$ cat config.mk
export PLATFORM = sky130hd
export DESIGN_NAME = dual_lane_xcvr
export DESIGN_NICKNAME = d
export VERILOG_FILES = /design/src/rtl/xcvr_pkg.sv /design/src/rtl/xcvr_edge_det.sv /design/src/rtl/xcvr_store.sv /design/src/rtl/xcvr_lane.sv /design/src/rtl/dual_lane_xcvr.sv
export SDC_FILE = /design/constraint.sdc
export NUM_CORES = 1
export LEC_CHECK = 0
export ABC_AREA = 1
export BUFFER_PORTS_ARGS = -buffer_cell sky130_fd_sc_hd__buf_2
export CELL_PAD_IN_SITES_DETAIL_PLACEMENT = 0
export CELL_PAD_IN_SITES_GLOBAL_PLACEMENT = 1
export CORE_UTILIZATION = 31
export CTS_CLUSTER_DIAMETER = 100
export DETAILED_ROUTE_END_ITERATION = 8
export MAX_ROUTING_LAYER = met4
export PLACE_DENSITY = 0.9
export SLEW_MARGIN = 20
export SYNTH_ARGS = -nofsm -noshare
export SYNTH_HDL_FRONTEND = slang
export SYNTH_HIERARCHICAL = 1
export SYNTH_SLANG_ARGS = --single-unit
$ cat constraint.sdc
create_clock -name clk -period 1 [get_ports clk]
set_input_delay 0.15 -clock clk [delete_from_list [all_inputs] [get_ports clk]]
set_output_delay 0.15 -clock clk [all_outputs]
set_load 0.05 [all_outputs]
$ cat src/rtl/xcvr_pkg.sv
package xcvr_pkg;

   typedef enum logic [1:0] {
      DRV_OFF = 2'd0,
      DRV_A   = 2'd1,
      DRV_B   = 2'd2
   } drive_e;

   function automatic drive_e pick_drive(input logic en_n, input logic to_b);
      if (en_n)
         return DRV_OFF;
      return to_b ? DRV_B : DRV_A;
   endfunction

endpackage

$ cat src/rtl/xcvr_edge_det.sv
module xcvr_edge_det (
   input  logic clk,
   input  logic rst,
   input  logic lvl,
   output logic rise
);

   logic lvl_q;

   always_ff @(posedge clk) begin
      if (rst)
         lvl_q <= 1'b0;
      else
         lvl_q <= lvl;
   end

   assign rise = lvl & ~lvl_q;

   AST_EDGE_ONCE: assert property (@(posedge clk) disable iff (rst)
      rise |=> !rise);

endmodule

$ cat src/rtl/xcvr_store.sv
module xcvr_store #(
   parameter int W = 8
) (
   input  logic         clk,
   input  logic         rst,
   input  logic         load,
   input  logic [W-1:0] d,
   output logic [W-1:0] q
);

   always_ff @(posedge clk) begin
      if (rst)
         q <= '0;
      else if (load)
         q <= d;
   end

   AST_LOAD_TAKES: assert property (@(posedge clk) disable iff (rst)
      load |=> (q == $past(d)));

   AST_HOLD_KEEPS: assert property (@(posedge clk) disable iff (rst)
      !load |=> $stable(q));

   AST_RST_CLEARS: assert property (@(posedge clk)
      rst |=> (q == '0));

endmodule

$ cat src/rtl/xcvr_lane.sv
module xcvr_lane
   import xcvr_pkg::*;
#(
   parameter int W = 8
) (
   input  logic         clk,
   input  logic         rst,
   input  logic         oe_n,
   input  logic         dir,
   input  logic         ab_strobe,
   input  logic         ba_strobe,
   input  logic         sel_ab,
   input  logic         sel_ba,
   input  logic [W-1:0] a_in,
   input  logic [W-1:0] b_in,
   output logic [W-1:0] a_out,
   output logic [W-1:0] a_oe,
   output logic [W-1:0] b_out,
   output logic [W-1:0] b_oe
);

   logic         ab_rise, ba_rise;
   logic [W-1:0] a_held, b_held;
   logic [W-1:0] to_a, to_b;
   drive_e       drv;

   xcvr_edge_det u_ab_edge (.clk(clk), .rst(rst), .lvl(ab_strobe), .rise(ab_rise));
   xcvr_edge_det u_ba_edge (.clk(clk), .rst(rst), .lvl(ba_strobe), .rise(ba_rise));

   xcvr_store #(.W(W)) u_a_store (
      .clk(clk), .rst(rst), .load(ab_rise), .d(a_in), .q(a_held));
   xcvr_store #(.W(W)) u_b_store (
      .clk(clk), .rst(rst), .load(ba_rise), .d(b_in), .q(b_held));

   assign drv  = pick_drive(oe_n, dir);
   assign to_a = sel_ba ? b_held : b_in;
   assign to_b = sel_ab ? a_held : a_in;

   always_comb begin
      a_oe  = {W{drv == DRV_A}};
      b_oe  = {W{drv == DRV_B}};
      a_out = (drv == DRV_A) ? to_a : '0;
      b_out = (drv == DRV_B) ? to_b : '0;
   end

   AST_ONE_SIDE: assert property (@(posedge clk) disable iff (rst)
      !((|a_oe) && (|b_oe)));

   AST_ISOLATED: assert property (@(posedge clk) disable iff (rst)
      oe_n |-> (a_oe == '0 && b_oe == '0));

   AST_QUIET_A: assert property (@(posedge clk) disable iff (rst)
      (a_oe == '0) |-> (a_out == '0));

   AST_LIVE_TO_B: assert property (@(posedge clk) disable iff (rst)
      (!oe_n && dir && !sel_ab) |-> (b_out == a_in));

   AST_LIVE_TO_A: assert property (@(posedge clk) disable iff (rst)
      (!oe_n && !dir && !sel_ba) |-> (a_out == b_in));

endmodule

$ cat src/rtl/dual_lane_xcvr.sv
module dual_lane_xcvr #(
   parameter int LANES  = 2,
   parameter int LANE_W = 8,
   localparam int TOT_W = LANES * LANE_W
) (
   input  logic             clk,
   input  logic             rst,
   input  logic [LANES-1:0] oe_n,
   input  logic [LANES-1:0] dir,
   input  logic [LANES-1:0] ab_strobe,
   input  logic [LANES-1:0] ba_strobe,
   input  logic [LANES-1:0] sel_ab,
   input  logic [LANES-1:0] sel_ba,
   input  logic [TOT_W-1:0] a_in,
   output logic [TOT_W-1:0] a_out,
   output logic [TOT_W-1:0] a_oe,
   input  logic [TOT_W-1:0] b_in,
   output logic [TOT_W-1:0] b_out,
   output logic [TOT_W-1:0] b_oe
);

   if (LANES < 1) begin : g_bad_lanes
      $error("dual_lane_xcvr: LANES must be at least 1");
   end
   if (LANE_W < 1) begin : g_bad_width
      $error("dual_lane_xcvr: LANE_W must be at least 1");
   end

   for (genvar n = 0; n < LANES; n++) begin : g_lane
      localparam int LO = n * LANE_W;

      xcvr_lane #(.W(LANE_W)) u_lane (
         .clk       (clk),
         .rst       (rst),
         .oe_n      (oe_n[n]),
         .dir       (dir[n]),
         .ab_strobe (ab_strobe[n]),
         .ba_strobe (ba_strobe[n]),
         .sel_ab    (sel_ab[n]),
         .sel_ba    (sel_ba[n]),
         .a_in      (a_in[LO +: LANE_W]),
         .b_in      (b_in[LO +: LANE_W]),
         .a_out     (a_out[LO +: LANE_W]),
         .a_oe      (a_oe[LO +: LANE_W]),
         .b_out     (b_out[LO +: LANE_W]),
         .b_oe      (b_oe[LO +: LANE_W])
      );
   end

endmodule

==> results.tsv <==
stage	metric	value	unit
run_status	status	finished, violations left	
run_status	violations	negative setup slack	
route	vias	2332	
cts	clockBufferDepth	2	
worst_hold_path	hold_class	primary input to flop	
worst_hold_path	holdPathStages	3	
synthesis	syn_inst	392	
cts	worstSkewPairLatency	0.27	ns
global_route	grt_max_degree	17	
worst_hold_path	hold_start	ba_strobe[1]	
worst_setup_path	crit_fanout	2	
timing	grt_setup_unrepaired	true	
cts	cts_root_buffer	clkbuf_8	
timing	period_share	116	%
finish	antenna_cells	0	
route	final_antenna_net_count	0	
cts	cts_max_level	2	
timing	slew_headroom	78.1	%
finish	n_fill_cell	759	
route	drc_errors	0	
job	max-cap-violations	0	
global_route	track_usage	14.1	%
floorplan	die_w	89.7	um
cts	numClockSinks	36	
timing	finalSetupViolCount	32	
global_route	grt_pass1_vias	2177	
floorplan	rows	31	
worst_setup_path	slowest_delay	0.33	ns
floorplan	start_util	32.5	%
route	drt-total-wl	5.24	mm
timing	hold_viol_final	0	
timing	worst_pin_slew	0.328	ns
placement	port_buffers	109	
worst_setup_path	rr_worst_depth	5	
floorplan	die_area	8050	sq um
synthesis	avgSynthCellArea	6.08	sq um
finish	final_layout_size_suffix_gt1_share	53.9	%
worst_setup_path	worstReg2RegStart	g_lane[1].u_lane/u_ba_edge/lvl_q	
synthesis	netlist_area	2380	sq um
power	p_per_area	1130	nW/um^2
worst_setup_path	startpoint_type	flop	
global_route	grt_pass1_wl	9.36	mm
worst_setup_path	cpLargestDelayFamily	flip-flops	
worst_setup_path	worstSetupPathType	flop to primary output	
global_route	overflow	0	
floorplan	core_area	7330	sq um
floorplan	io-pin-count	110	
finish	final_cell_area	3540	sq um
timing	finalCriticalPeriod	1.16	ns
synthesis	ys_warn_count	6	
worst_setup_path	critPathBufInv	2	
placement	place.gp.congestion	0.752	
cts	cts_buffers	5	
cts	path_clk_slew	0.07	ns
finish	areaGrowthSynthToFinish	48.5	%
global_route	antenna_found_initial	0	
synthesis	synthesis.nets	438	
worst_setup_path	worst_path_max_delay_cell	dfxtp_2	
power	cellLeakagePower	0.00176	uW
finish	fin_nets	519	
placement	hpwlAfterDp	3.74	mm
placement	placement.cell_area	3030	sq um
worst_setup_path	arrival	1.01	ns
worst_setup_path	rr_endpoint	g_lane[1].u_lane/u_b_store/q[6]	
worst_setup_path	r2r_slack	0.12	ns
worst_setup_path	critPathCaptureType	primary output	
route	viasPerCell	4.09	
synthesis	ys_seq_area_share	30.2	%
timing	fin_setup_tns	-4.07	ns
route	drt_first_iter_violations	39	
floorplan	dieHeight	89.7	um
route	post_drt_wl_per_cell	9.20	um
worst_setup_path	worst_ep_required_time	0.85	ns
synthesis	ys_seq_elements	36	
timing	fin_skew	0.000772	ns
route	firstDrtPassIters	4	
worst_setup_path	path_cells	inv_2 -> nand2_1 -> nand2_2 -> nor2_4 -> buf_6	
synthesis	ys_types	12	
timing	max_freq	0.861	GHz
finish	mostFrequentLayoutCells	84 x nand2_1, 84 x nor2_1, 45 x inv_1, 45 x buf_2, 44 x nand2_2	
timing	layout_setup_ws	-0.161	ns
timing	drv_slew	0	
power	vdd_ir_drop_max	0.535	mV
worst_hold_path	min_to	g_lane[1].u_lane/u_ba_edge/lvl_q	
cts	cts_tree	yes	
-- flip-flops by register name (all words and copies together), names as in the netlist --
name                           count
g_lane.u_lane/u_a_store/q         16
g_lane.u_lane/u_ba_edge/lvl_q      2
g_lane.u_lane/u_ab_edge/lvl_q      2
g_lane.u_lane/u_b_store/q         16
-- per-layer routing --
layer / vias up / share of wire [%] / routed length, um / global-route usage (%)
li1: 1252 / - / - / -
met1: 1038 / 46 / 2420 / 17.2
met5: - / 0 / 0 / -
met2: 42 / 51 / 2660 / 23.5
met4: 0 / 0 / 0 / 3.55
met3: 0 / 3.1 / 160 / 2.88
-- kinds of logic (layout without fill, tap and decap cells) --
logic type / after synthesis / count (layout) / share of synthesized area [%]
simple gates: 236 / 236 / 39.2
buf+inv: 104 / 183 / 24.7
flops: 36 / 36 / 30.2
compound gates: 16 / 16 / 5.88
-- synthesized netlist by cell type, drive strengths merged --
cell     n  area (sq um)
nor2   106           423
dfxtp   36           721
buf     42           355
nand2  130           513
a21oi   16           140
inv     62           233
-- per-stage QoR --
step	utilization [%]	instances	setup slack, ns	total power (uW)	hold slack (ns)
floorplan	-	392	-0.184	2750	0.222
global placement	41.3	564	-0.117	2930	0.363
detailed placement	41.3	564	-0.140	2950	0.371
CTS	47.3	569	-0.162	4040	0.0746
global route	48.3	570	-0.249	4280	0.103
finish	48.3	570	-0.161	4020	0.0851
-- layout make-up --
cell class | instances | area [sq um] | share of cell area [%]
Timing Repair Buffer | 116 | 911 | 25.7
Multi-Input combinational cell | 252 | 1430 | 40.5
Sequential cell | 36 | 761 | 21.5
Clock buffer | 5 | 68.8 | 1.94
Tap cell | 99 | 124 | 3.50
Inverter | 62 | 243 | 6.86
-- worst register-to-register path, stage by stage (launching register included) --
cell     delay [ns]
dfxtp_1        0.30
nor2_1         0.09
buf_4          0.21
nand2_1        0.08
nand2_1        0.07
nor2_2         0.03
-- how the worst max path moves through the flow --
| stage | start | end | slack (ns) | cells past startpoint |
|---|---|---|---|---|
| floorplan | oe_n[0] | a_out[0] | -0.18 | 3 |
| global placement | sel_ab[1] | b_out[10] | -0.12 | 5 |
| detailed placement | sel_ab[1] | b_out[11] | -0.14 | 5 |
| CTS | g_lane[0].u_lane/u_b_store/q[1] | a_out[1] | -0.16 | 5 |
| global route | g_lane[0].u_lane/u_b_store/q[7] | a_out[7] | -0.25 | 5 |
| finish | g_lane[0].u_lane/u_b_store/q[1] | a_out[1] | -0.16 | 5 |
-- repair_timing --
item                                    CTS  global route
buffers inserted                          0             1
endpoints found under the setup margin   48            54
resized for setup                       152            27
pin swaps                                17             0
hold buffers                              0             0
-- where the power goes --
group	total (uW)	leakage, uW	internal [uW]	switching [uW]
combinational	1500	0.00142	503	994
sequential	1620	0.000309	1560	61.2
clock	896	0.0000359	449	448
total	4020	0.00176	2510	1500
(Power assumes the default switching activity.)
